## config.mk

```make
export PLATFORM = sky130hd
export DESIGN_NAME = sbr_tick_sel
export DESIGN_NICKNAME = d
export VERILOG_FILES = /design/src/rtl/sbr_pkg.sv /design/src/rtl/sbr_src_sel.sv /design/src/rtl/sbr_div_sel.sv /design/src/rtl/sbr_bit_div.sv /design/src/rtl/sbr_tick_sel.sv
export SDC_FILE = /design/constraint.sdc
export NUM_CORES = 1
export LEC_CHECK = 0
export ABC_AREA = 1
export BUFFER_PORTS_ARGS = -buffer_cell sky130_fd_sc_hd__clkbuf_2
export CAP_MARGIN = 20
export CELL_PAD_IN_SITES_DETAIL_PLACEMENT = 0
export CELL_PAD_IN_SITES_GLOBAL_PLACEMENT = 1
export CORE_MARGIN = 4
export CORE_UTILIZATION = 37
export DETAILED_ROUTE_END_ITERATION = 8
export GPL_ROUTABILITY_DRIVEN = 0
export HOLD_SLACK_MARGIN = 0.05
export PLACE_DENSITY = 0.74
export SLEW_MARGIN = 20
export SYNTH_ARGS = -nofsm -noshare
export SYNTH_HDL_FRONTEND = slang
export SYNTH_HIERARCHICAL = 1
export SYNTH_SLANG_ARGS = --single-unit
```

## constraint.sdc

```tcl
create_clock -name clk -period 1.5 [get_ports clk]
set_clock_uncertainty 0.2 [all_clocks]
set_input_delay 0.075 -clock clk [delete_from_list [all_inputs] [get_ports clk]]
set_output_delay 0.075 -clock clk [all_outputs]
set_load 0.02 [all_outputs]
```

## src/rtl/sbr_pkg.sv

```systemverilog
package sbr_pkg;

    typedef enum logic [1:0] {
        SM_SHIFT  = 2'd0,
        SM_UART8  = 2'd1,
        SM_FIXED9 = 2'd2,
        SM_UART9  = 2'd3
    } ser_mode_e;

    typedef enum logic {
        DV_IDLE = 1'b0,
        DV_RUN  = 1'b1
    } dv_state_e;

    function automatic int max3(input int a, input int b, input int c);
        int m;
        m = (a > b) ? a : b;
        return (m > c) ? m : c;
    endfunction

endpackage

```

## src/rtl/sbr_src_sel.sv

```systemverilog
module sbr_src_sel
    import sbr_pkg::*;
(
    input  logic [1:0] mode,
    input  logic       clk_sel,
    input  logic       cyc_tick,
    input  logic       tmr1_tick,
    input  logic       tmr2_tick,
    output logic       tick
);

    ser_mode_e mode_e;
    assign mode_e = ser_mode_e'(mode);

    always_comb begin
        unique case (mode_e)
            SM_SHIFT,
            SM_FIXED9: tick = cyc_tick;
            SM_UART8,
            SM_UART9:  tick = clk_sel ? tmr2_tick : tmr1_tick;
            default:   tick = 1'b0;
        endcase
    end

endmodule

```

## src/rtl/sbr_div_sel.sv

```systemverilog
module sbr_div_sel
    import sbr_pkg::*;
#(
    parameter int DIV_SHIFT = 12,
    parameter int DIV_FAST  = 16,
    parameter int DIV_SLOW  = 32,
    parameter int CNT_W     = 5
) (
    input  logic [1:0]       mode,
    input  logic             dbl_rate,
    output logic [CNT_W-1:0] term
);

    localparam logic [CNT_W-1:0] TERM_SHIFT = CNT_W'(DIV_SHIFT - 1);
    localparam logic [CNT_W-1:0] TERM_FAST  = CNT_W'(DIV_FAST - 1);
    localparam logic [CNT_W-1:0] TERM_SLOW  = CNT_W'(DIV_SLOW - 1);

    ser_mode_e mode_e;
    assign mode_e = ser_mode_e'(mode);

    always_comb begin
        unique case (mode_e)
            SM_SHIFT:  term = TERM_SHIFT;
            SM_UART8,
            SM_FIXED9,
            SM_UART9:  term = dbl_rate ? TERM_FAST : TERM_SLOW;
            default:   term = TERM_SLOW;
        endcase
    end

endmodule

```

## src/rtl/sbr_bit_div.sv

```systemverilog
module sbr_bit_div
    import sbr_pkg::*;
#(
    parameter int CNT_W = 5
) (
    input  logic             clk,
    input  logic             rst_n,
    input  logic             active,
    input  logic             tick,
    input  logic [CNT_W-1:0] term,
    output logic             strobe
);

    dv_state_e        st_q, st_d;
    logic [CNT_W-1:0] cnt_q;

    // next-state: START on active while idle, STOP on inactive while running
    always_comb begin
        st_d = st_q;
        unique case (st_q)
            DV_IDLE: if (active)  st_d = DV_RUN;
            DV_RUN:  if (!active) st_d = DV_IDLE;
            default: st_d = DV_IDLE;
        endcase
    end

    always_ff @(posedge clk or negedge rst_n) begin
        if (!rst_n) st_q <= DV_IDLE;
        else        st_q <= st_d;
    end

    always_ff @(posedge clk or negedge rst_n) begin
        if (!rst_n) begin
            cnt_q  <= '0;
            strobe <= 1'b0;
        end else begin
            strobe <= 1'b0;
            unique case (st_q)
                DV_IDLE: cnt_q <= '0;
                DV_RUN: begin
                    if (!active) begin
                        cnt_q <= '0;
                    end else if (tick) begin
                        if (cnt_q >= term) begin
                            cnt_q  <= '0;
                            strobe <= 1'b1;
                        end else begin
                            cnt_q <= cnt_q + CNT_W'(1);
                        end
                    end
                end
                default: cnt_q <= '0;
            endcase
        end
    end

endmodule

```

## src/rtl/sbr_tick_sel.sv

```systemverilog
module sbr_tick_sel
    import sbr_pkg::*;
#(
    parameter int DIV_SHIFT = 12,
    parameter int DIV_FAST  = 16,
    parameter int DIV_SLOW  = 32
) (
    input  logic       clk,
    input  logic       rst_n,
    input  logic [1:0] mode,
    input  logic       dbl_rate,
    input  logic       tx_clk_sel,
    input  logic       rx_clk_sel,
    input  logic       cyc_tick,
    input  logic       tmr1_tick,
    input  logic       tmr2_tick,
    input  logic       tx_active,
    input  logic       rx_active,
    output logic       tx_bit,
    output logic       rx_bit
);

    localparam int DIV_MAX = max3(DIV_SHIFT, DIV_FAST, DIV_SLOW);
    localparam int CNT_W   = (DIV_MAX > 2) ? $clog2(DIV_MAX) : 1;
    localparam int NUM_DIR = 2;

    logic [CNT_W-1:0]   term;
    logic [NUM_DIR-1:0] lane_act, lane_sel, lane_tick, lane_bit;

    assign lane_act = {rx_active, tx_active};
    assign lane_sel = {rx_clk_sel, tx_clk_sel};

    sbr_div_sel #(
        .DIV_SHIFT (DIV_SHIFT),
        .DIV_FAST  (DIV_FAST),
        .DIV_SLOW  (DIV_SLOW),
        .CNT_W     (CNT_W)
    ) u_div_sel (
        .mode     (mode),
        .dbl_rate (dbl_rate),
        .term     (term)
    );

    for (genvar g = 0; g < NUM_DIR; g++) begin : g_lane
        sbr_src_sel u_src (
            .mode      (mode),
            .clk_sel   (lane_sel[g]),
            .cyc_tick  (cyc_tick),
            .tmr1_tick (tmr1_tick),
            .tmr2_tick (tmr2_tick),
            .tick      (lane_tick[g])
        );

        sbr_bit_div #(.CNT_W(CNT_W)) u_div (
            .clk    (clk),
            .rst_n  (rst_n),
            .active (lane_act[g]),
            .tick   (lane_tick[g]),
            .term   (term),
            .strobe (lane_bit[g])
        );
    end

    assign tx_bit = lane_bit[0];
    assign rx_bit = lane_bit[1];

endmodule

```

==> report_table.html, run 1 <==
<table>
<tr><th>Metric</th><th>Value</th></tr>
<tr><th colspan="2">Drt</th></tr>
<tr><td>Total number of vias</td><td>1008</td></tr>
<tr><td>Initial DRC count</td><td>37</td></tr>
<tr><td>Residual DRC</td><td>0</td></tr>
<tr><td>DR vias/cell</td><td>4.624</td></tr>
<tr><td>Number of detailed-routing iterations run before antenna repair</td><td>4</td></tr>
<tr><td>Number of antenna-violating nets in the routed design</td><td>0</td></tr>
<tr><td>Drt total wl</td><td>2.421 mm</td></tr>
<tr><td>Wire per inst</td><td>11.11 um</td></tr>
<tr><th colspan="2">Pwr</th></tr>
<tr><td>Static leakage</td><td>0.8616 nW</td></tr>
<tr><td>Total chip power</td><td>0.7691 mW</td></tr>
<tr><td>Power density over the cells</td><td>520.9 nW/um^2</td></tr>
<tr><td>IR Drop Worst-Case VDD</td><td>0.3811 mV</td></tr>
<tr><th colspan="2">Clock network</th></tr>
<tr><td>Sink Count</td><td>14</td></tr>
<tr><td>Skew-Pair Late Insertion Delay</td><td>0.28 ns</td></tr>
<tr><td>H-Tree Depth</td><td>1</td></tr>
<tr><td>Bufs on Longest Clock Path</td><td>2</td></tr>
<tr><td>TritonCTS buffer count</td><td>3</td></tr>
<tr><td>CTS tree</td><td>built</td></tr>
<tr><td>Root buf cell</td><td>clkbuf_4</td></tr>
<tr><td>Clock transition at the register clock pins on the worst setup and hold paths after CTS</td><td>0.09 ns</td></tr>
<tr><th colspan="2">GRT</th></tr>
<tr><td>Maximum number of pins on one net before global-route repair</td><td>8</td></tr>
<tr><td>Vias in the first global route</td><td>957</td></tr>
<tr><td>First-pass GRT wire length</td><td>4.077 mm</td></tr>
<tr><td>Overall fraction of global-route tracks in use</td><td>12.80%</td></tr>
<tr><td>Antenna violations before repair</td><td>0</td></tr>
<tr><td>Gr ovfl total</td><td>0</td></tr>
<tr><th colspan="2">Timing</th></tr>
<tr><td>Fin. max-slew vios</td><td>0</td></tr>
<tr><td>Setup repair after global routing missed its margin</td><td>true</td></tr>
<tr><td>Highest Clock Rate</td><td>667.8 MHz</td></tr>
<tr><td>Final sum of negative setup slack</td><td>0 ns</td></tr>
<tr><td>Endpoints failing hold</td><td>0</td></tr>
<tr><td>Final critical-path share of the clock period</td><td>99.82%</td></tr>
<tr><td>Final setup vio count</td><td>0</td></tr>
<tr><td>Final setup margin</td><td>0.002656 ns</td></tr>
<tr><td>Time the worst path needs with I/O delays and setup</td><td>1.497 ns</td></tr>
<tr><td>Worst hold slack after final layout</td><td>0.07250 ns</td></tr>
<tr><th colspan="2">Synth</th></tr>
<tr><td>Cell area after technology mapping</td><td>1084 sq um</td></tr>
<tr><td>Cell types occupying the most area after synthesis</td><td>dfrtp_1 (32%), nand2_1 (15%), ha_1 (14%)</td></tr>
<tr><td>Post-synth top cells</td><td>nand2_1 (42), inv_1 (33), dfrtp_1 (14)</td></tr>
<tr><td>Yosys Warn Count</td><td>6</td></tr>
<tr><td>Post-synth top flop</td><td>dfrtp_1</td></tr>
<tr><td>Biggest area consumer among synthesized cells</td><td>dfrtp_1</td></tr>
<tr><td>Cell with the most instances after synthesis</td><td>nand2_1</td></tr>
<tr><td>Register area share after synthesis</td><td>32.33%</td></tr>
<tr><td>Post-synthesis area per instance</td><td>7.176 sq um</td></tr>
<tr><td>Unique masters post-synth</td><td>19</td></tr>
<tr><td>Count of flip-flops with a built-in enable after synthesis</td><td>0</td></tr>
<tr><td>Share of the synthesized area in the top cell type</td><td>32.33%</td></tr>
<tr><td>Post-synthesis sequential element count</td><td>14</td></tr>
<tr><td>Synth async-reset ratio</td><td>100.0%</td></tr>
<tr><td>Synthesized instance count</td><td>151</td></tr>
<tr><th colspan="2">Setup path</th></tr>
<tr><td>Setup slack of the most critical reg-to-reg path</td><td>0.003 ns</td></tr>
<tr><td>Critical path startpoint category</td><td>flop</td></tr>
<tr><td>Dominant delay contributor by cell family on the critical path</td><td>simple AND/OR/NAND/NOR gates</td></tr>
<tr><td>Cell-by-cell trace of the critical path</td><td>ha_4, nand2_1, nor2_2, nand2_2, nand3_4, nor2_1, nand2_1, nand2_1</td></tr>
<tr><td>Arrival time reported for the critical path endpoint</td><td>1.47 ns</td></tr>
<tr><td>Peak fanout along the critical path</td><td>3</td></tr>
<tr><td>Beginning of the critical path</td><td>g_lane[1].u_div/cnt_q[2]$_DFFE_PN0P_</td></tr>
<tr><td>Reg-to-reg critical path startpoint</td><td>g_lane[1].u_div/cnt_q[2]$_DFFE_PN0P_</td></tr>
<tr><td>Cell repeated most along the worst path</td><td>nand2_1</td></tr>
<tr><td>Kind of critical path</td><td>flop to flop</td></tr>
<tr><td>CP bufs+invs</td><td>0</td></tr>
<tr><td>WP data required</td><td>1.48 ns</td></tr>
<tr><td>Critical path depth</td><td>8</td></tr>
<tr><td>Element type at the critical path end</td><td>flop</td></tr>
<tr><td>Critical Path Slowest Stage Cell</td><td>dfrtp_1</td></tr>
<tr><td>Slowest stage delay, CP</td><td>0.42 ns</td></tr>
<tr><td>End of the worst register-to-register path</td><td>g_lane[1].u_div/cnt_q[4]$_DFFE_PN0P_</td></tr>
<tr><td>Worst-case reg-to-reg path depth</td><td>8</td></tr>
<tr><td>Worst setup path endpoint</td><td>g_lane[1].u_div/cnt_q[4]$_DFFE_PN0P_</td></tr>
<tr><th colspan="2">Final layout</th></tr>
<tr><td>Share of layout cells above drive strength 1</td><td>34.76%</td></tr>
<tr><td>Post-route design area</td><td>1476 sq um</td></tr>
<tr><td>Number of filler cells placed in the layout</td><td>277</td></tr>
<tr><td>Number of nets in the layout</td><td>213</td></tr>
<tr><td>Util after Layout</td><td>53.08%</td></tr>
<tr><td>Layout overhead on the synthesized area</td><td>36.26%</td></tr>
<tr><td>Non-filler instance count after layout</td><td>218</td></tr>
<tr><td>Ant. Diodes</td><td>0</td></tr>
<tr><th colspan="2">Placement</th></tr>
<tr><td>Placed standard-cell area</td><td>1262 sq um</td></tr>
<tr><td>HPWL reported at the end of detailed placement</td><td>1.824 mm</td></tr>
<tr><td>Number of buffers inserted by port buffering</td><td>13</td></tr>
<tr><td>Worst Setup Slack post-DPL</td><td>-0.02801 ns</td></tr>
<tr><td># placed instances</td><td>206</td></tr>
<tr><th colspan="2">Die</th></tr>
<tr><td>Total Die Area</td><td>3858 sq um</td></tr>
<tr><td>Floorplan core area</td><td>2781 sq um</td></tr>
<tr><td>Die Y-Extent</td><td>62.12 um</td></tr>
<tr><td>I/O Pins</td><td>14</td></tr>
<tr><td>Initial standard-cell utilization of the core</td><td>38.96%</td></tr>
<tr><td>Die extent in x</td><td>62.12 um</td></tr>
<tr><td>Std cell rows</td><td>19</td></tr>
<tr><th colspan="2">Hold path</th></tr>
<tr><td>Worst hold path type</td><td>primary input to flop</td></tr>
<tr><td>Critical hold path startpoint</td><td>cyc_tick</td></tr>
<tr><th colspan="2">Run</th></tr>
<tr><td>Max-capacitance violation count</td><td>0</td></tr>
<tr><th colspan="2">Run status</th></tr>
<tr><td>Run status</td><td>finished, final reports clean</td></tr>
</table>
what timing repair did:
item	in CTS	in global routing
buffers inserted	2	2
pin swaps	1	9
endpoints found under the hold margin	24	0
resized for setup	4	16
endpoints found under the setup margin	5	10
hold buffers	5	0
worst register-to-register path: stages, from the launching register on:
cell	delay (ns)
dfrtp_1	0.42
ha_4	0.28
nand2_1	0.05
nor2_2	0.11
nand2_2	0.09
nand3_4	0.09
nor2_1	0.05
nand2_1	0.05
nand2_1	0.05
cell families (layout without fill, tap and decap cells):
group                      after synthesis  after routing  share of synthesized area (%)
AOI/OAI and AO/OA                       12             12                          7.159
other                                    1              3                         0.3461
buffers and inverters                   38             72                          14.20
and+or+nand+nor                         72             72                          30.49
xor gates and xnor gates                 2              2                          1.617
adders and majority gates               12             12                          13.86
DFF                                     14             14                          32.33
layer usage:
metal	share of wire (%)	up-vias	global-route usage (%)	routed length, um
met4	1.2	0	4.878	28
met5	0	-	0	0
li1	-	531	-	-
met1	48	454	17.45	1157
met3	3.7	2	2.523	89
met2	47	21	19.82	1146
flip-flops by register name, indices dropped and copies added (netlist names):
signal / cells
g_lane.u_div/cnt_q: 10
g_lane.u_div/st_q: 2
g_lane.u_div/strobe: 2
layout by cell type (no fill, tap or decap), types with 3 or more instances in the layout:
cell / Yosys / routed
conb_1: 1 / 3
clkbuf_2: 0 / 13
a21oi_1: 4 / 3
nor2_1: 5 / 3
inv_1: 33 / 30
inv_2: 2 / 5
a21oi_2: 2 / 3
nand2_1: 42 / 40
nor2_2: 7 / 7
clkbuf_4: 0 / 3
ha_4: 0 / 5
buf_4: 3 / 15
nand3_1: 8 / 8
dfrtp_1: 14 / 14
dlygate4sd3_1: 0 / 5
ha_1: 12 / 7
nand2_2: 6 / 8
where the power goes:
| group | internal [mW] | leakage (nW) | total, mW | switching (mW) |
|---|---|---|---|---|
| Clock | 0.0929 | 0.0138 | 0.217 | 0.124 |
| Sequential | 0.384 | 0.190 | 0.389 | 0.00508 |
| Combinational | 0.0716 | 0.658 | 0.163 | 0.0913 |
| Total | 0.549 | 0.862 | 0.769 | 0.220 |
layout make-up:
| type | count | area (sq um) | share of cell area (%) |
|---|---|---|---|
| Clock buffer | 3 | 22.52 | 1.525 |
| Inverter | 35 | 131.4 | 8.898 |
| Multi-Input combinational cell | 101 | 694.4 | 47.03 |
| Timing Repair Buffer | 34 | 239.0 | 16.19 |
| Sequential cell | 14 | 350.3 | 23.73 |
| Tap cell | 31 | 38.79 | 2.627 |
worst min path at each step:
stage	end	slack, ns	cells after the start
after CTS	g_lane[0].u_div/cnt_q[4]$_DFFE_PN0P_	0.08	7
after floorplan	g_lane[0].u_div/cnt_q[0]$_DFFE_PN0P_	-0.42	0
final	g_lane[0].u_div/cnt_q[4]$_DFFE_PN0P_	0.07	7
after global routing	g_lane[1].u_div/cnt_q[4]$_DFFE_PN0P_	0.14	7
after global placement	g_lane[0].u_div/cnt_q[3]$_DFFE_PN0P_	-0.19	1
after detailed placement	g_lane[0].u_div/cnt_q[3]$_DFFE_PN0P_	-0.19	1
Power figures use the tool's default switching activity.
==> run 2: changes to the inputs <==
Settings changed: MAX_ROUTING_LAYER from default to met4, RECOVER_POWER from default to 50.
==> report_table.html, run 2 (synthesis gave the netlist of run 1 again) <==
<table>
<tr><th>Metric</th><th>Value</th></tr>
<tr><th colspan="2">Final layout</th></tr>
<tr><td>Most flops, register</td><td>g_lane.u_div/cnt_q (unchanged)</td></tr>
<tr><td>Post-route design area</td><td>1470 sq um (was 1476 sq um)</td></tr>
<tr><td>Most common cell after layout, fill and taps aside</td><td>nand2_1 (unchanged)</td></tr>
<tr><td>Number of flip-flops under the largest register name</td><td>10 (unchanged)</td></tr>
<tr><td>Share of layout cells above drive strength 1</td><td>32.09% (was 34.76%)</td></tr>
<tr><td>Layout overhead on the synthesized area</td><td>35.68% (was 36.26%)</td></tr>
<tr><td>Largest registers</td><td>g_lane.u_div/cnt_q: 10 flops, g_lane.u_div/st_q: 2 flops, g_lane.u_div/strobe: 2 flops (unchanged)</td></tr>
<tr><td>Ant. Diodes</td><td>0 (unchanged)</td></tr>
<tr><td>Number of nets in the layout</td><td>213 (unchanged)</td></tr>
<tr><td>Non-filler instance count after layout</td><td>218 (unchanged)</td></tr>
<tr><td>Most used cells in the layout excluding fill and tap cells</td><td>nand2_1 (40), inv_1 (30), buf_4 (15) (unchanged)</td></tr>
<tr><td>Number of filler cells placed in the layout</td><td>280 (was 277)</td></tr>
<tr><th colspan="2">Setup path</th></tr>
<tr><td>Dominant delay contributor by cell family on the critical path</td><td>simple AND/OR/NAND/NOR gates (unchanged)</td></tr>
<tr><td>Reg-to-reg critical path startpoint</td><td>g_lane[1].u_div/cnt_q[2]$_DFFE_PN0P_ (unchanged)</td></tr>
<tr><td>Cell repeated most along the worst path</td><td>nand2_1 (unchanged)</td></tr>
<tr><td>Critical path startpoint category</td><td>flop (unchanged)</td></tr>
<tr><td>Element type at the critical path end</td><td>flop (unchanged)</td></tr>
<tr><td>Peak fanout along the critical path</td><td>3 (unchanged)</td></tr>
<tr><td>End of the worst register-to-register path</td><td>g_lane[1].u_div/cnt_q[4]$_DFFE_PN0P_ (unchanged)</td></tr>
<tr><td>CP bufs+invs</td><td>0 (unchanged)</td></tr>
<tr><td>Slowest stage delay, CP</td><td>0.42 ns (about the same)</td></tr>
<tr><td>Worst-case reg-to-reg path depth</td><td>8 (unchanged)</td></tr>
<tr><td>WP data required</td><td>1.47 ns (was 1.48 ns)</td></tr>
<tr><td>Arrival time reported for the critical path endpoint</td><td>1.47 ns (about the same)</td></tr>
<tr><td>Critical path depth</td><td>8 (unchanged)</td></tr>
<tr><td>Cell-by-cell trace of the critical path</td><td>ha_4, nand2_1, nor2_2, nand2_2, nand3_4, nor2_1, nand2_1, nand2_1 (unchanged)</td></tr>
<tr><td>Critical Path Slowest Stage Cell</td><td>dfrtp_1 (unchanged)</td></tr>
<tr><td>Setup slack of the most critical reg-to-reg path</td><td>0.004 ns (was 0.003 ns)</td></tr>
<tr><td>Kind of critical path</td><td>flop to flop (unchanged)</td></tr>
<tr><th colspan="2">GRT</th></tr>
<tr><td>Antenna violations before repair</td><td>0 (unchanged)</td></tr>
<tr><td>Overall fraction of global-route tracks in use</td><td>13.16% (was 12.80%)</td></tr>
<tr><td>Maximum number of pins on one net before global-route repair</td><td>8 (unchanged)</td></tr>
<tr><td>Vias in the first global route</td><td>959 (was 957)</td></tr>
<tr><td>Gr ovfl total</td><td>0 (unchanged)</td></tr>
<tr><td>First-pass GRT wire length</td><td>4.071 mm (was 4.077 mm)</td></tr>
<tr><th colspan="2">Hold path</th></tr>
<tr><td>Worst hold path depth</td><td>7 (unchanged)</td></tr>
<tr><td>Critical hold path startpoint</td><td>cyc_tick (unchanged)</td></tr>
<tr><td>Worst hold path type</td><td>primary input to flop (unchanged)</td></tr>
<tr><td>Worst hold endpoint</td><td>g_lane[0].u_div/cnt_q[4]$_DFFE_PN0P_ (unchanged)</td></tr>
<tr><th colspan="2">Pwr</th></tr>
<tr><td>Cell-internal power</td><td>0.5474 mW (was 0.5486 mW)</td></tr>
<tr><td>Sequential share of power</td><td>50.9% (was 50.6%)</td></tr>
<tr><td>IR Drop Worst-Case VDD</td><td>0.3801 mV (was 0.3811 mV)</td></tr>
<tr><td>Switching share of total power</td><td>28.46% (was 28.67%)</td></tr>
<tr><td>Switching power total</td><td>0.2178 mW (was 0.2205 mW)</td></tr>
<tr><td>Total chip power</td><td>0.7652 mW (was 0.7691 mW)</td></tr>
<tr><td>Fraction of power consumed by combinational cells</td><td>21.2% (about the same)</td></tr>
<tr><td>Fraction of power consumed by the clock network</td><td>28.0% (was 28.2%)</td></tr>
<tr><td>Static leakage</td><td>0.8457 nW (was 0.8616 nW)</td></tr>
<tr><td>Power density over the cells</td><td>520.5 nW/um^2 (was 520.9 nW/um^2)</td></tr>
<tr><th colspan="2">Drt</th></tr>
<tr><td>Initial DRC count</td><td>45 (was 37)</td></tr>
<tr><td>Number of antenna-violating nets in the routed design</td><td>0 (unchanged)</td></tr>
<tr><td>Number of detailed-routing iterations run before antenna repair</td><td>4 (unchanged)</td></tr>
<tr><td>Total number of vias</td><td>1009 (was 1008)</td></tr>
<tr><td>Wire per inst</td><td>11.16 um (was 11.11 um)</td></tr>
<tr><td>Residual DRC</td><td>0 (unchanged)</td></tr>
<tr><td>Drt total wl</td><td>2.432 mm (was 2.421 mm)</td></tr>
<tr><td>DR vias/cell</td><td>4.628 (was 4.624)</td></tr>
<tr><th colspan="2">Die</th></tr>
<tr><td>Die extent in x</td><td>62.12 um (unchanged)</td></tr>
<tr><td>Total Die Area</td><td>3858 sq um (unchanged)</td></tr>
<tr><td>Initial standard-cell utilization of the core</td><td>38.96% (unchanged)</td></tr>
<tr><td>Floorplan core area</td><td>2781 sq um (unchanged)</td></tr>
<tr><td>Std cell rows</td><td>19 (unchanged)</td></tr>
<tr><td>Die Y-Extent</td><td>62.12 um (unchanged)</td></tr>
<tr><td>I/O Pins</td><td>14 (unchanged)</td></tr>
<tr><th colspan="2">Timing</th></tr>
<tr><td>Fin. max-slew vios</td><td>0 (unchanged)</td></tr>
<tr><td>Setup repair after global routing missed its margin</td><td>true (unchanged)</td></tr>
<tr><td>Final critical-path share of the clock period</td><td>99.71% (was 99.82%)</td></tr>
<tr><td>Worst hold slack after final layout</td><td>0.07466 ns (was 0.07250 ns)</td></tr>
<tr><td>Final setup vio count</td><td>0 (unchanged)</td></tr>
<tr><td>Time the worst path needs with I/O delays and setup</td><td>1.496 ns (was 1.497 ns)</td></tr>
<tr><td>Highest Clock Rate</td><td>668.6 MHz (was 667.8 MHz)</td></tr>
<tr><td>Endpoints failing hold</td><td>0 (unchanged)</td></tr>
<tr><th colspan="2">Clock network</th></tr>
<tr><td>Root buf cell</td><td>clkbuf_4 (unchanged)</td></tr>
<tr><td>Sink Count</td><td>14 (unchanged)</td></tr>
<tr><td>Skew-Pair Late Insertion Delay</td><td>0.27 ns (was 0.28 ns)</td></tr>
<tr><td>H-Tree Depth</td><td>1 (unchanged)</td></tr>
<tr><td>CTS tree</td><td>built (unchanged)</td></tr>
<tr><td>Bufs on Longest Clock Path</td><td>2 (unchanged)</td></tr>
<tr><td>Clock transition at the register clock pins on the worst setup and hold paths after CTS</td><td>0.09 ns (about the same)</td></tr>
<tr><td>TritonCTS buffer count</td><td>3 (unchanged)</td></tr>
<tr><th colspan="2">Placement</th></tr>
<tr><td>HPWL reported at the end of detailed placement</td><td>1.824 mm (unchanged)</td></tr>
<tr><td>Placed standard-cell area</td><td>1262 sq um (unchanged)</td></tr>
<tr><td>Number of buffers inserted by port buffering</td><td>13 (unchanged)</td></tr>
<tr><td># placed instances</td><td>206 (unchanged)</td></tr>
<tr><th colspan="2">Run</th></tr>
<tr><td>Max-capacitance violation count</td><td>0 (unchanged)</td></tr>
<tr><th colspan="2">Run status</th></tr>
<tr><td>Run status</td><td>finished, final reports clean (unchanged)</td></tr>
</table>
run 2: worst max-delay path by stage:
stage | start | end | slack (ns)
2_1_floorplan | g_lane[0].u_div/cnt_q[4]$_DFFE_PN0P_ | g_lane[0].u_div/cnt_q[4]$_DFFE_PN0P_ | 0.07
3_3_place_gp | mode[0] | g_lane[0].u_div/cnt_q[1]$_DFFE_PN0P_ | -0.03
3_5_place_dp | mode[0] | g_lane[0].u_div/cnt_q[1]$_DFFE_PN0P_ | -0.03
4_1_cts | g_lane[0].u_div/cnt_q[1]$_DFFE_PN0P_ | g_lane[0].u_div/cnt_q[1]$_DFFE_PN0P_ | 0.008
5_1_grt | g_lane[0].u_div/cnt_q[1]$_DFFE_PN0P_ | g_lane[0].u_div/cnt_q[4]$_DFFE_PN0P_ | -0.11
6_report | g_lane[1].u_div/cnt_q[2]$_DFFE_PN0P_ | g_lane[1].u_div/cnt_q[4]$_DFFE_PN0P_ | 0.004
run 2: worst register-to-register path: stages (launching register included):
cell and delay [ns]:
dfrtp_1 0.42, ha_4 0.28, nand2_1 0.05, nor2_2 0.11
nand2_2 0.09, nand3_4 0.09, nor2_1 0.05, nand2_1 0.05
nand2_1 0.05
run 2: cell type report:
cell class	count	area, sq um	share of cell area [%]
timing repair buffer	34	232.7	15.83
tap	31	38.79	2.638
multi-input combinational	101	694.4	47.23
sequential	14	350.3	23.83
inverter	35	131.4	8.936
clock buffer	3	22.52	1.532
run 2: power groups by stage:
| stage | combinational (mW) | clock (mW) | sequential (mW) |
|---|---|---|---|
| after floorplan | 0.0816 | 0 | 0.396 |
| final | 0.162 | 0.214 | 0.389 |
| after detailed placement | 0.133 | 0 | 0.396 |
| after global placement | 0.130 | 0 | 0.396 |
| after CTS | 0.150 | 0.228 | 0.389 |
| after global routing | 0.182 | 0.244 | 0.391 |
run 2: timing repair:
action                                  CTS  global route
endpoints found under the hold margin    24             0
resized for setup                         4            16
setup buffers                             2             2
gates cloned                              0             0
endpoints found under the setup margin    5            10
hold buffers                              5             0
pin swaps                                 1             9
run 2: through the flow:
| step | utilization [%] | TNS, ns | worst slack (ns) |
|---|---|---|---|
| after global routing | 52.86 | -0.5739 | -0.1053 |
| after global placement | 45.39 | -0.04538 | -0.02562 |
| final | 52.86 | 0 | 0.004382 |
| after CTS | 49.89 | 0 | 0.007912 |
| after detailed placement | 45.39 | -0.1199 | -0.02801 |
| after floorplan | - | 0 | 0.06588 |
run 2: metal layers:
metal	GRT usage, %	wire length, um
met1	17.45	1171
met2	19.82	1134
met3	2.523	97
met4	4.878	28
met5	-	0
==> run 3: changes to the inputs <==
Settings changed: CAP_MARGIN 20 to default, CORE_MARGIN 4 to 5.
==> report_table.html, run 3 (synthesis gave the netlist of run 1 again) <==
<table>
<tr><th>Metric</th><th>Value</th></tr>
<tr><th colspan="2">Setup path</th></tr>
<tr><td>Worst-case reg-to-reg path depth</td><td>8 (unchanged)</td></tr>
<tr><td>Cell repeated most along the worst path</td><td>nand2_1 (unchanged)</td></tr>
<tr><td>Worst setup path endpoint</td><td>g_lane[1].u_div/cnt_q[4]$_DFFE_PN0P_ (unchanged)</td></tr>
<tr><td>Critical Path Slowest Stage Cell</td><td>dfrtp_1 (unchanged)</td></tr>
<tr><td>CP bufs+invs</td><td>0 (unchanged)</td></tr>
<tr><td>Beginning of the critical path</td><td>g_lane[1].u_div/cnt_q[4]$_DFFE_PN0P_ (was g_lane[1].u_div/cnt_q[2]$_DFFE_PN0P_)</td></tr>
<tr><td>Dominant delay contributor by cell family on the critical path</td><td>simple AND/OR/NAND/NOR gates (unchanged)</td></tr>
<tr><td>Cell-by-cell trace of the critical path</td><td>ha_4, nand2_4, nor2_4, nand2_2, nand3_4, nor2_2, nand2_1, nand2_1 (was ha_4, nand2_1, nor2_2, nand2_2, nand3_4, nor2_1, nand2_1, nand2_1)</td></tr>
<tr><td>Critical path depth</td><td>8 (unchanged)</td></tr>
<tr><td>WP data required</td><td>1.50 ns (was 1.47 ns)</td></tr>
<tr><td>End of the worst register-to-register path</td><td>g_lane[1].u_div/cnt_q[4]$_DFFE_PN0P_ (unchanged)</td></tr>
<tr><td>Reg-to-reg critical path startpoint</td><td>g_lane[1].u_div/cnt_q[4]$_DFFE_PN0P_ (was g_lane[1].u_div/cnt_q[2]$_DFFE_PN0P_)</td></tr>
<tr><td>Slowest stage delay, CP</td><td>0.43 ns (was 0.42 ns)</td></tr>
<tr><td>Kind of critical path</td><td>flop to flop (unchanged)</td></tr>
<tr><td>Critical path startpoint category</td><td>flop (unchanged)</td></tr>
<tr><td>Peak fanout along the critical path</td><td>3 (unchanged)</td></tr>
<tr><td>Arrival time reported for the critical path endpoint</td><td>1.53 ns (was 1.47 ns)</td></tr>
<tr><td>Element type at the critical path end</td><td>flop (unchanged)</td></tr>
<tr><td>Setup slack of the most critical reg-to-reg path</td><td>-0.03 ns (was 0.004 ns)</td></tr>
<tr><th colspan="2">Drt</th></tr>
<tr><td>Residual DRC</td><td>0 (unchanged)</td></tr>
<tr><td>Drt total wl</td><td>2.606 mm (was 2.432 mm)</td></tr>
<tr><td>Initial DRC count</td><td>40 (was 45)</td></tr>
<tr><td>Total number of vias</td><td>1031 (was 1009)</td></tr>
<tr><td>DR vias/cell</td><td>4.562 (was 4.628)</td></tr>
<tr><td>Number of antenna-violating nets in the routed design</td><td>0 (unchanged)</td></tr>
<tr><td>Number of detailed-routing iterations run before antenna repair</td><td>4 (unchanged)</td></tr>
<tr><td>Wire per inst</td><td>11.53 um (was 11.16 um)</td></tr>
<tr><th colspan="2">Pwr</th></tr>
<tr><td>Total chip power</td><td>0.8539 mW (was 0.7652 mW)</td></tr>
<tr><td>Static leakage</td><td>0.8949 nW (was 0.8457 nW)</td></tr>
<tr><td>IR Drop Worst-Case VDD</td><td>0.3761 mV (was 0.3801 mV)</td></tr>
<tr><td>Power density over the cells</td><td>548.2 nW/um^2 (was 520.5 nW/um^2)</td></tr>
<tr><th colspan="2">Die</th></tr>
<tr><td>Total Die Area</td><td>4111 sq um (was 3858 sq um)</td></tr>
<tr><td>Initial standard-cell utilization of the core</td><td>38.96% (unchanged)</td></tr>
<tr><td>Die Y-Extent</td><td>64.12 um (was 62.12 um)</td></tr>
<tr><td>Floorplan core area</td><td>2781 sq um (unchanged)</td></tr>
<tr><td>Die extent in x</td><td>64.12 um (was 62.12 um)</td></tr>
<tr><td>Std cell rows</td><td>19 (unchanged)</td></tr>
<tr><td>I/O Pins</td><td>14 (unchanged)</td></tr>
<tr><th colspan="2">Clock network</th></tr>
<tr><td>Root buf cell</td><td>clkbuf_4 (unchanged)</td></tr>
<tr><td>Bufs on Longest Clock Path</td><td>2 (unchanged)</td></tr>
<tr><td>Skew-Pair Late Insertion Delay</td><td>0.29 ns (was 0.27 ns)</td></tr>
<tr><td>CTS tree</td><td>built (unchanged)</td></tr>
<tr><td>H-Tree Depth</td><td>1 (unchanged)</td></tr>
<tr><td>Sink Count</td><td>14 (unchanged)</td></tr>
<tr><td>TritonCTS buffer count</td><td>3 (unchanged)</td></tr>
<tr><td>Clock transition at the register clock pins on the worst setup and hold paths after CTS</td><td>0.10 ns (was 0.09 ns)</td></tr>
<tr><th colspan="2">Timing</th></tr>
<tr><td>Final setup vio count</td><td>5 (was 0)</td></tr>
<tr><td>Final setup margin</td><td>-0.03246 ns (was 0.004382 ns)</td></tr>
<tr><td>Endpoints failing hold</td><td>0 (unchanged)</td></tr>
<tr><td>Final critical-path share of the clock period</td><td>102.2% (was 99.71%)</td></tr>
<tr><td>Highest Clock Rate</td><td>652.5 MHz (was 668.6 MHz)</td></tr>
<tr><td>Setup repair after global routing missed its margin</td><td>true (unchanged)</td></tr>
<tr><td>Time the worst path needs with I/O delays and setup</td><td>1.532 ns (was 1.496 ns)</td></tr>
<tr><td>Fin. max-slew vios</td><td>0 (unchanged)</td></tr>
<tr><th colspan="2">Run status</th></tr>
<tr><td>Run status</td><td>complete, but fails checks (was finished, final reports clean)</td></tr>
<tr><td>Violated checks</td><td>negative setup slack</td></tr>
<tr><th colspan="2">GRT</th></tr>
<tr><td>Gr ovfl total</td><td>0 (unchanged)</td></tr>
<tr><td>First-pass GRT wire length</td><td>4.319 mm (was 4.071 mm)</td></tr>
<tr><td>Overall fraction of global-route tracks in use</td><td>13.77% (was 13.16%)</td></tr>
<tr><td>Maximum number of pins on one net before global-route repair</td><td>15 (was 8)</td></tr>
<tr><td>Vias in the first global route</td><td>999 (was 959)</td></tr>
<tr><td>Antenna violations before repair</td><td>0 (unchanged)</td></tr>
<tr><th colspan="2">Final layout</th></tr>
<tr><td>Most used cells in the layout excluding fill and tap cells</td><td>nand2_1 (39), inv_1 (29), buf_4 (23) (was nand2_1 (40), inv_1 (30), buf_4 (15))</td></tr>
<tr><td>Largest registers</td><td>g_lane.u_div/cnt_q: 10 flops, g_lane.u_div/st_q: 2 flops, g_lane.u_div/strobe: 2 flops (unchanged)</td></tr>
<tr><td>Ant. Diodes</td><td>0 (unchanged)</td></tr>
<tr><td>Share of layout cells above drive strength 1</td><td>36.92% (was 32.09%)</td></tr>
<tr><td>Number of filler cells placed in the layout</td><td>274 (was 280)</td></tr>
<tr><td>Util after Layout</td><td>56.01% (was 52.86%)</td></tr>
<tr><td>Number of flip-flops under the largest register name</td><td>10 (unchanged)</td></tr>
<tr><td>Most common cell after layout, fill and taps aside</td><td>nand2_1 (unchanged)</td></tr>
<tr><td>Most flops, register</td><td>g_lane.u_div/cnt_q (unchanged)</td></tr>
<tr><td>Layout overhead on the synthesized area</td><td>43.76% (was 35.68%)</td></tr>
<tr><td>Number of nets in the layout</td><td>220 (was 213)</td></tr>
<tr><th colspan="2">Placement</th></tr>
<tr><td>HPWL reported at the end of detailed placement</td><td>1.823 mm (was 1.824 mm)</td></tr>
<tr><td>Number of buffers inserted by port buffering</td><td>13 (unchanged)</td></tr>
<tr><th colspan="2">Hold path</th></tr>
<tr><td>Worst hold path type</td><td>primary input to flop (unchanged)</td></tr>
<tr><th colspan="2">Run</th></tr>
<tr><td>Max-capacitance violation count</td><td>0 (unchanged)</td></tr>
</table>
==> run 3: changes by cell type in the layout (fill, tap and decap cells not counted), sizes merged <==
cell	change
buf	+7
clkbuf	+1
==> run 3: per-stage QoR <==
step	hold slack, ns	setup slack (ns)	TNS (ns)	std cells	area (sq um)
6_report	0.1290	-0.03246	-0.09128	226	1558
2_1_floorplan	-0.4206	0.06588	0	153	1091
4_1_cts	0.1283	-0.01528	-0.02412	219	1416
3_5_place_dp	-0.1863	-0.07963	-0.2711	205	1255
5_1_grt	0.1688	-0.1051	-0.6346	226	1558
3_3_place_gp	-0.1904	-0.04257	-0.08760	205	1255
==> run 3: report_power, final <==
group | switching [mW] | internal (mW) | total [mW]
Combinational | 0.0954 | 0.0784 | 0.174
Sequential | 0.00471 | 0.384 | 0.389
Clock | 0.143 | 0.148 | 0.291
Total | 0.243 | 0.610 | 0.854
==> run 3: repair_timing <==
action / in CTS / in global routing
resized for setup: 5 / 19
cloned: 0 / 0
buffers inserted: 5 / 7
endpoints found under the hold margin: 24 / 0
hold buffers: 5 / 0
setup endpoints to repair: 6 / 11
pin swaps: 8 / 14
==> run 3: layout make-up <==
| cell class | instances | area (sq um) | share of cell area [%] |
|---|---|---|---|
| Multi-Input combinational cell | 101 | 718.2 | 46.10 |
| Sequential cell | 14 | 350.3 | 22.49 |
| Inverter | 35 | 131.4 | 8.434 |
| Tap cell | 31 | 38.79 | 2.490 |
| Clock buffer | 4 | 36.28 | 2.329 |
| Timing Repair Buffer | 41 | 282.8 | 18.15 |
==> run 3: worst min path at each step <==
stage                                                 to  depth (start not counted)        from
global route        g_lane[1].u_div/cnt_q[4]$_DFFE_PN0P_                          8  rx_clk_sel
detailed placement  g_lane[1].u_div/cnt_q[4]$_DFFE_PN0P_                          1       rst_n
global placement    g_lane[1].u_div/cnt_q[4]$_DFFE_PN0P_                          1       rst_n
finish              g_lane[1].u_div/cnt_q[4]$_DFFE_PN0P_                          8  rx_clk_sel
floorplan           g_lane[0].u_div/cnt_q[0]$_DFFE_PN0P_                          0       rst_n
CTS                 g_lane[1].u_div/cnt_q[4]$_DFFE_PN0P_                          8  rx_clk_sel
==> run 3: worst min-delay path, stage by stage <==
cell,delay [ns]
clkbuf_2,0.09
nand2_1,0.05
nand3_1,0.08
nand2_1,0.06
inv_1,0.08
nor2_2,0.06
nand2_1,0.06
nand2_1,0.04
==> run 3: routing by layer <==
metal	up-vias	GRT usage (%)	routed length, um
met5	-	-	0
met4	0	5.344	17
met3	2	2.977	56
met2	4	21.36	1331
met1	477	17.48	1201
li1	548	-	-
